--- src/rtl/nic_pkg.sv ---
package nic_pkg;

  typedef enum logic [1:0] {
    LVL_NONE = 2'd0,
    LVL_LOW  = 2'd1,
    LVL_HIGH = 2'd2,
    LVL_TOP  = 2'd3
  } lvl_e;

  // Effective level of vector idx given its raw two-bit setting.
  function automatic logic [1:0] map_level(input int unsigned idx,
                                           input int unsigned top_cnt,
                                           input logic [1:0] code);
    if (code == 2'd3 && idx < top_cnt)  return LVL_TOP;
    if (code == 2'd2 && idx >= top_cnt) return LVL_HIGH;
    return LVL_LOW;
  endfunction

  // Entry address of vector idx.
  function automatic int unsigned entry_addr(input int unsigned idx,
                                             input int unsigned base,
                                             input int unsigned stride);
    return base + stride * idx;
  endfunction

endpackage

--- src/rtl/nic_level_map.sv ---
module nic_level_map #(
  parameter int NUM_VEC = 10,
  parameter int TOP_CNT = 2
) (
  input  logic [2*NUM_VEC-1:0]       cfg_i,
  output logic [NUM_VEC-1:0][1:0]    lvl_o
);
  import nic_pkg::*;

  for (genvar n = 0; n < NUM_VEC; n++) begin : g_map
    assign lvl_o[n] = map_level(n, TOP_CNT, cfg_i[2*n +: 2]);
  end

endmodule

--- src/rtl/nic_arbiter.sv ---
module nic_arbiter #(
  parameter int NUM_VEC = 10,
  localparam int IDX_W  = $clog2(NUM_VEC)
) (
  input  logic [NUM_VEC-1:0]         req_i,
  input  logic [NUM_VEC-1:0][1:0]    lvl_i,
  input  logic [1:0]                 run_i,
  output logic                       found_o,
  output logic [IDX_W-1:0]           idx_o,
  output logic [1:0]                 lvl_o
);

  // Scan from the highest index down; ">=" lets a lower index of equal
  // level replace an earlier pick, so the lowest index wins ties.
  always_comb begin
    found_o = 1'b0;
    idx_o   = '0;
    lvl_o   = 2'd0;
    for (int i = NUM_VEC - 1; i >= 0; i--) begin
      if (req_i[i] && (lvl_i[i] > run_i) && (lvl_i[i] >= lvl_o)) begin
        found_o = 1'b1;
        idx_o   = IDX_W'(i);
        lvl_o   = lvl_i[i];
      end
    end
  end

endmodule

--- src/rtl/nic_lvl_stack.sv ---
module nic_lvl_stack #(
  parameter int DEPTH  = 3,
  localparam int PTR_W = $clog2(DEPTH + 1)
) (
  input  logic        clk,
  input  logic        rst_n,
  input  logic        push_i,
  input  logic        pop_i,
  input  logic [1:0]  push_val_i,
  output logic [1:0]  top_o,
  output logic        empty_o
);

  logic [DEPTH-1:0][1:0] mem_q;
  logic [PTR_W-1:0]      sp_q;
  logic                  full;

  assign empty_o = (sp_q == '0);
  assign full    = (sp_q == PTR_W'(DEPTH));
  assign top_o   = empty_o ? 2'd0 : mem_q[sp_q - PTR_W'(1)];

  always_ff @(posedge clk or negedge rst_n) begin
    if (!rst_n) begin
      mem_q <= '0;
      sp_q  <= '0;
    end else if (push_i && !full) begin
      mem_q[sp_q] <= push_val_i;
      sp_q        <= sp_q + PTR_W'(1);
    end else if (pop_i && !empty_o) begin
      sp_q <= sp_q - PTR_W'(1);
    end
  end

endmodule

--- src/rtl/nest_irq_ctrl.sv ---
module nest_irq_ctrl #(
  parameter int NUM_VEC    = 10,
  parameter int TOP_CNT    = 2,
  parameter int VEC_BASE   = 3,
  parameter int VEC_STRIDE = 8,
  parameter int ADDR_W     = 8,
  parameter int STK_DEPTH  = 3
) (
  input  logic                  clk,
  input  logic                  rst_n,
  input  logic [NUM_VEC-1:0]    req_i,
  input  logic [2*NUM_VEC-1:0]  lvl_cfg_i,
  input  logic                  ack_i,
  input  logic                  reti_i,
  output logic                  irq_o,
  output logic [ADDR_W-1:0]     vec_addr_o,
  output logic [1:0]            run_lvl_o
);
  import nic_pkg::*;

  localparam int IDX_W = $clog2(NUM_VEC);

  logic [NUM_VEC-1:0][1:0] eff_lvl;
  logic                    win_found;
  logic [IDX_W-1:0]        win_idx;
  logic [1:0]              win_lvl;
  logic [ADDR_W-1:0]       win_addr;

  logic                    irq_q;
  logic [ADDR_W-1:0]       vec_q;
  logic [1:0]              grant_lvl_q;
  logic [1:0]              run_q;

  // Named internal events, also observed by the checker.
  logic                    accept_ack;
  logic                    accept_ret;
  logic [1:0]              stk_top;
  logic                    stk_empty;

  nic_level_map #(.NUM_VEC(NUM_VEC), .TOP_CNT(TOP_CNT)) u_map (
    .cfg_i (lvl_cfg_i),
    .lvl_o (eff_lvl)
  );

  nic_arbiter #(.NUM_VEC(NUM_VEC)) u_arb (
    .req_i   (req_i),
    .lvl_i   (eff_lvl),
    .run_i   (run_q),
    .found_o (win_found),
    .idx_o   (win_idx),
    .lvl_o   (win_lvl)
  );

  nic_lvl_stack #(.DEPTH(STK_DEPTH)) u_stk (
    .clk        (clk),
    .rst_n      (rst_n),
    .push_i     (accept_ack),
    .pop_i      (accept_ret),
    .push_val_i (run_q),
    .top_o      (stk_top),
    .empty_o    (stk_empty)
  );

  assign win_addr   = ADDR_W'(entry_addr(int'(win_idx), VEC_BASE, VEC_STRIDE));
  assign accept_ack = ack_i & irq_q;
  assign accept_ret = reti_i & ~accept_ack & ~stk_empty;

  always_ff @(posedge clk or negedge rst_n) begin
    if (!rst_n) begin
      irq_q       <= 1'b0;
      vec_q       <= '0;
      grant_lvl_q <= LVL_NONE;
    end else if (accept_ack) begin
      irq_q       <= 1'b0;
      vec_q       <= '0;
      grant_lvl_q <= LVL_NONE;
    end else begin
      irq_q       <= win_found;
      vec_q       <= win_found ? win_addr : '0;
      grant_lvl_q <= win_found ? win_lvl : LVL_NONE;
    end
  end

  always_ff @(posedge clk or negedge rst_n) begin
    if (!rst_n)          run_q <= LVL_NONE;
    else if (accept_ack) run_q <= grant_lvl_q;
    else if (accept_ret) run_q <= stk_top;
  end

  assign irq_o      = irq_q;
  assign vec_addr_o = vec_q;
  assign run_lvl_o  = run_q;

endmodule

--- config.mk ---
export PLATFORM = sky130hd
export DESIGN_NAME = nest_irq_ctrl
export DESIGN_NICKNAME = d
export VERILOG_FILES = /design/src/rtl/nic_pkg.sv /design/src/rtl/nic_level_map.sv /design/src/rtl/nic_arbiter.sv /design/src/rtl/nic_lvl_stack.sv /design/src/rtl/nest_irq_ctrl.sv
export SDC_FILE = /design/constraint.sdc
export NUM_CORES = 1
export LEC_CHECK = 0
export ABC_AREA = 0
export BUFFER_PORTS_ARGS = -buffer_cell sky130_fd_sc_hd__buf_2
export CAP_MARGIN = 20
export CORE_ASPECT_RATIO = 1.1
export CORE_MARGIN = 8
export CORE_UTILIZATION = 35
export DETAILED_ROUTE_END_ITERATION = 12
export GPL_ROUTABILITY_DRIVEN = 0
export GPL_TIMING_DRIVEN = 0
export PLACE_DENSITY = 0.53
export SETUP_SLACK_MARGIN = 0.3
export SLEW_MARGIN = 10
export SYNTH_ARGS = -nofsm -noshare
export SYNTH_HDL_FRONTEND = slang
export SYNTH_HIERARCHICAL = 1
export SYNTH_SLANG_ARGS = --single-unit
--- constraint.sdc ---
create_clock -name clk -period 14.4 [get_ports clk]
set_input_delay 1.44 -clock clk [delete_from_list [all_inputs] [get_ports clk]]
set_output_delay 1.44 -clock clk [all_outputs]
set_load 0.1 [all_outputs]
### Yosys cells after proc, flatten, opt, wreduce, memory -nomap -nowiden

Index checks and enable logic that the tools add are counted.

| storage, ports and cells | value |
|---|---|
| bits in registers | 21 |
| latch bits | 0 |
| memory bits (writable) | 0 |
| memory bits (read-only) | 0 |
| input bits | 34 |
| output and inout bits | 11 |
| word-level logic and storage cells | 153 |
| memories | 0 |

| operators by class | value |
|---|---|
| $add $sub $neg | 3 |
| multiply operators | 0 |
| div/mod/pow operators | 0 |
| $lt $le $gt $ge | 23 |
| eq/ne operators | 11 |
| shift-type cells | 0 |
| muxes and demuxes | 75 |
| bitwise gates (word level) | 5 |
| reduce and logical (&&, ||, !) cells | 28 |

Operators with widths:

| cell | number |
|---|---|
| $mux W2 | 39 |
| $mux W4 | 10 |
| $logic_and A1 B1 Y1 | 23 |
| $eq A2 B2 Y1 const B | 11 |
| $mux W1 | 21 |
| $gt A2 B2 Y1 | 10 |
| $ge A2 B2 Y1 | 9 |
| $mux W8 | 2 |
| $add A2 B7 Y8 const A | 1 |
| $bwmux W6 | 1 |
| $lt A2 B3 Y1 const B | 2 |
| $bmux W2 S2 | 1 |
| $demux W2 S2 | 1 |
| $ge A2 B1 Y1 const B | 2 |
| $reduce_bool A2 Y1 | 2 |
| $and A1 B1 Y1 | 3 |
| $add A2 B1 Y2 const B | 1 |
| $logic_not A1 Y1 | 2 |
| $logic_not A2 Y1 | 1 |
| $not A1 Y1 | 2 |
| $sub A2 B1 Y2 const B | 1 |

### Depth between registers and ports, before layout

| depth | value |
|---|---|
| word-level depth | 37 |
| gate-level depth with buffers | 64 |
| mapped depth without buffers | 63 |

### Modules after synthesis

The synthesis kept the hierarchy.

By module, submodules not included:

| module | times used | cells each | area an instance (um^2) | seq. area each (um^2) |
|---|---|---|---|---|
| nic_arbiter | 1 | 181 | 1472.7 | 0.0 |
| nic_lvl_stack | 1 | 37 | 445.4 | 200.2 |
| nest_irq_ctrl | 1 | 32 | 380.4 | 225.2 |
| nic_level_map | 1 | 21 | 131.4 | 0.0 |

### Worst setup path before layout

OpenSTA, ideal clock, no wires.

| timing path | value |
|---|---|
| path kind | input port to flip-flop |
| start | input port lvl_cfg_i[19] |
| end | register grant_lvl_q[0] |
| library setup time | 120 ps |
| arrival time | 10303 ps |
| data required time | 14280 ps |
| path slack | 3977 ps |
| cell stages on the path | 50 |
| buffers on the path | 1 |
| path through | nor2b_1 > ha_1 > nor2b_2 > o2111a_1 > ha_1 > nand2b_1 > a21oi_1 > o21ai_0 > nand2_1 > ha_1 > nand2b_1 > o221a_2 > o21ai_1 > o21ba_2 > nand2_1 > o21ai_0 > ha_1 > nand2b_1 > [14 not listed] > nor2_2 > a221oi_4 > nand2b_1 > ha_1 > nand2b_1 > a221oi_2 > nor2_4 > nor2_1 > a21oi_1 > ha_1 > nand2b_1 > o21ai_0 > a21oi_4 > o21a_4 > nor4_2 > o41ai_4 > mux2_4 > and3_1 |

| between the ends | value |
|---|---|
| word-level cells in the longest chain between the ends | 36 |
| elaborated cells between the ends (all ways) | 47 |
| classes of those cells | order compare (11); eq/ne (1); mux (24); reduce/logical (11) |

Ends and longest elaborated chain:

| item | RTL line | RTL |
|---|---|---|
| from (decl) | nest_irq_ctrl.sv:12 | `input logic [2*NUM_VEC-1:0] lvl_cfg_i,` |
| $eq A2 B2 Y1 * | nic_pkg.sv:15 | `if (code == 2'd2 && idx >= top_cnt) return LVL_HIGH;` |
| $mux W1 * | nic_pkg.sv:15 |  |
| $mux W2 * | nic_pkg.sv:16 | `return LVL_LOW;` |
| $gt A2 B2 Y1 | nic_arbiter.sv:20 | `if (req_i[i] && (lvl_i[i] > run_i) && (lvl_i[i] >= lvl_o)) begin` |
| $logic_and A1 B1 Y1 (2 in a row) | nic_arbiter.sv:20 |  |
| $mux W2 * | nic_arbiter.sv:20 |  |
| $ge A2 B2 Y1 | nic_arbiter.sv:20 |  |
| $logic_and A1 B1 Y1 | nic_arbiter.sv:20 |  |
| [20 not listed] | -- |  |
| $logic_and A1 B1 Y1 | nic_arbiter.sv:20 |  |
| $mux W2 * | nic_arbiter.sv:20 |  |
| $ge A2 B2 Y1 | nic_arbiter.sv:20 |  |
| $logic_and A1 B1 Y1 | nic_arbiter.sv:20 |  |
| $mux W2 * | nic_arbiter.sv:20 |  |
| via win_lvl[0] | nest_irq_ctrl.sv:26 | `logic [1:0] win_lvl;` |
| $mux W2 * | nest_irq_ctrl.sv:80 | `grant_lvl_q <= win_found ? win_lvl : LVL_NONE;` |
| $mux W2 * | nest_irq_ctrl.sv:73 | `end else if (accept_ack) begin` |
| to (signal assigned) | nest_irq_ctrl.sv:80 |  |
| to (decl) | nest_irq_ctrl.sv:31 | `logic [1:0] grant_lvl_q;` |

The timed path passes the listed nets; every way through them passes the cells marked *.
A chain may end at the register's enable or synchronous reset.

==> impl_metrics.yaml <==
run_status:
  outcome: "complete, no violations"
logic_synthesis:
  ys.flop_type: "dfrtp_1"
  yosysSeqAreaShare_pct: 17.5
  synth-adder-area-share_pct: 19.6
  synthTopCellsByArea: "ha_1 (20%), dfrtp_1 (18%), nand2b_1 (4.9%)"
  synth_top_family_by_area: "simple AND/OR/NAND/NOR gates"
  synth_edf_count: 0
  synth_xor_area_share_pct: 0.360
  postSynthCellCount: 271
  yosysUniqueCellTypes: 61
  async_flop_share_pct: 100
  syn_area_um2: 2430
  synth-compound-area-share_pct: 23.2
  synth.most_common_cell: "ha_1"
  syn_avg_cell_area_um2: 8.97
  synth_largest_area_cell: "ha_1"
  synth_top_area_share_pct: 19.6
  ys_seq_elements: 17
  synth_mux_area_share_pct: 6.02
  synth_common_cells: "ha_1 (38), nand2_1 (29), nand2b_1 (19), nor2b_1 (18)"
  synth-simple-area-share_pct: 27.9
  ys_warn_count: 6
setup_path:
  slowest_stage: "nor4_2"
  cpPeakStageDelay_ps: 430
  cp_common_cell: "nand2b_1"
  crit_arrival_ps: 11320
  worstPathMaxFanout: 7
  worstSetupStartpointType: "input pin"
  crit_required_ps: 14540
  worstSetupPathType: "in2reg"
  crit_path_end_kind: "flip-flop"
worst_hold_path:
  worstHoldPathType: "reg2reg"
placed_design:
  dp_hpwl_um: 4350
  portBuffers: 42
  place_ws_ps: 2950
clock_tree:
  cts_tree: "built"
  clkLatencyLatePin_ps: 250
  clockBufferDepth: 2
  postCtsSetupRepairBufs: 0
  cts-hold-fix-buffers: 0
  cts_buffers: 3
  cts_resized: 0
  clk_pin_slew_worst_paths_ps: 70
  clkSinkCount: 17
  root_buffer: "clkbuf_8"
  cts-htree-levels: 1
timing:
  setup_viol: 0
  slew_viol_final: 0
  holdWs_ps: 503
  fmax_mhz: 89.5
  hold_viol_final: 0
  worst-slew-pin-transition_ps: 603
  period_minus_slack_ps: 11170
  tns_ps: 0
  period_share_pct: 77.6
  skew_ps: 0.871
  rsz0062_at_grt: "false"
  setup_ws_ps: 3230
  relSlewSlack_pct: 59.8
route:
  drt_first_pass_iters: 4
  wl_per_cell_um: 12.9
  ant_nets: 0
  num_vias: 1997
  vias_per_cell: 4.94
  drc: 0
  drtIter0Drc: 29
  routed_wirelength_um: 5210
floorplanning:
  core_um2: 6890
  rows: 32
  initial_core_util_pct: 35.3
  die-width_um: 95.4
  pin_count: 45
  dieHeight_um: 103
  die-area_um2: 9870
finish:
  postLayoutCoreUtil_pct: 40.7
  fillers: 720
  antenna_cells: 0
  regArea_um2: 425
  multiInputGateArea_um2: 1890
  area_growth_pct: 15.2
  drive_above_1_share_pct: 28.8
  layout.nets: 392
job:
  maxCapViolations: 0
global_route:
  grt_pass1_vias: 2011
  grt_pass1_wl_um: 8940
  grt_max_degree: 18
  grt_usage_pct: 11.0
  antenna_found_initial: 0
  gr-total-overflow: 0
power:
  powerDensity_nw_per_um2: 224
  p_int_w: 0.000295
  p_sw_share_pct: 52.9
  power.total_w: 0.000626
  switchingPower_w: 0.000331
  pwr-share-seq_pct: 14.6
  comb_power_share_pct: 79.8
  ir_drop_v: 0.000168
  pwr-share-clk_pct: 5.6
  p_leak_nw: 1.46
## cell families after synthesis
logic type	count (synthesis)
AO/OA/AOI/OAI	60
AND/OR/NAND/NOR	115
adder cells (fa/ha/maj)	38
buffers and inverters	25
multiplexers	13
flip-flops	17
other	2
XOR/XNOR	1
## state kept, by name, summed over array words and instances, names as in the netlist
name,flops
u_stk/mem_q,6
grant_lvl_q,2
run_lvl_o,2
vec_addr_o,5
u_stk/sp_q,2
## power by group through the flow
stage	clock network (W)	registers, W	logic, W
final	0.0000351	0.0000913	0.000499
after global routing	0.0000389	0.0000953	0.000558
after CTS	0.0000362	0.0000931	0.000503
after detailed placement	0	0.0000941	0.000501
after global placement	0	0.0000936	0.000492
after floorplan	0	0.000146	0.000360
## final timing paths
path	start	endpoint	slack (ps)	depth (start not counted)
min in group asynchronous	rst_n	vec_addr_o[6]	1110	1
worst min register to register	grant_lvl_q[1]	run_lvl_o[1]	500	2
worst min-delay path	grant_lvl_q[1]	run_lvl_o[1]	500	2
worst max register to register	run_lvl_o[1]	grant_lvl_q[0]	3800	50
max in group asynchronous	rst_n	u_stk/mem_q[1]	13010	1
worst max-delay path	lvl_cfg_i[19]	grant_lvl_q[0]	3230	51
## area by class of cell
cell class,instances,area share [%]
buffer,8,2.19
clock inverter,1,0.179
inverter,17,2.28
multi-input combinational,231,67.4
tap,85,3.80
timing repair buffer,42,7.51
clock buffer,3,1.47
sequential,17,15.2
## worst max-delay path, delay by kind of cell
family | cells | cell delay (ps)
AO/OA/AOI/OAI | 21 | 4180
AND/OR/NAND/NOR | 19 | 3110
adder cells (fa/ha/maj) | 8 | 2080
multiplexers | 1 | 260
buffers and inverters | 2 | 250
## per-stage QoR
| stage | instance area (µm²) | instances |
|---|---|---|
| after floorplan | 2440 | 273 |
| after global placement | 2750 | 400 |
| after detailed placement | 2750 | 400 |
| after CTS | 2800 | 404 |
| after global routing | 2800 | 404 |
| final | 2800 | 404 |
## layout by cell type (no fill, tap or decap), types with 2 or more instances in the layout
cell / n
o221a_2: 2
inv_1: 17
o211ai_1: 3
conb_1: 4
a21oi_1: 13
buf_2: 42
clkbuf_8: 3
mux2_2: 9
o211a_1: 5
nor2b_1: 18
nor2b_4: 3
nand3_1: 2
and3_2: 3
nand3b_1: 3
nand2_1: 29
a21boi_0: 3
mux2i_1: 3
and2_1: 5
buf_4: 6
a21o_1: 3
nand2b_1: 19
o21ai_0: 7
and3_1: 3
o21ai_1: 2
nor2_1: 17
a21oi_4: 3
ha_1: 38
o2111ai_1: 2
dfrtp_1: 17
## metal layers
| layer | up-vias | routed length, µm | global-route usage (%) |
|---|---|---|---|
| met4 | 0 | 51 | 3.31 |
| li1 | 1060 | - | - |
| met1 | 897 | 2480 | 14.0 |
| met5 | - | 0 | 0 |
| met3 | 4 | 230 | 1.30 |
| met2 | 36 | 2450 | 18.8 |
Power figures use the tool's default switching activity.
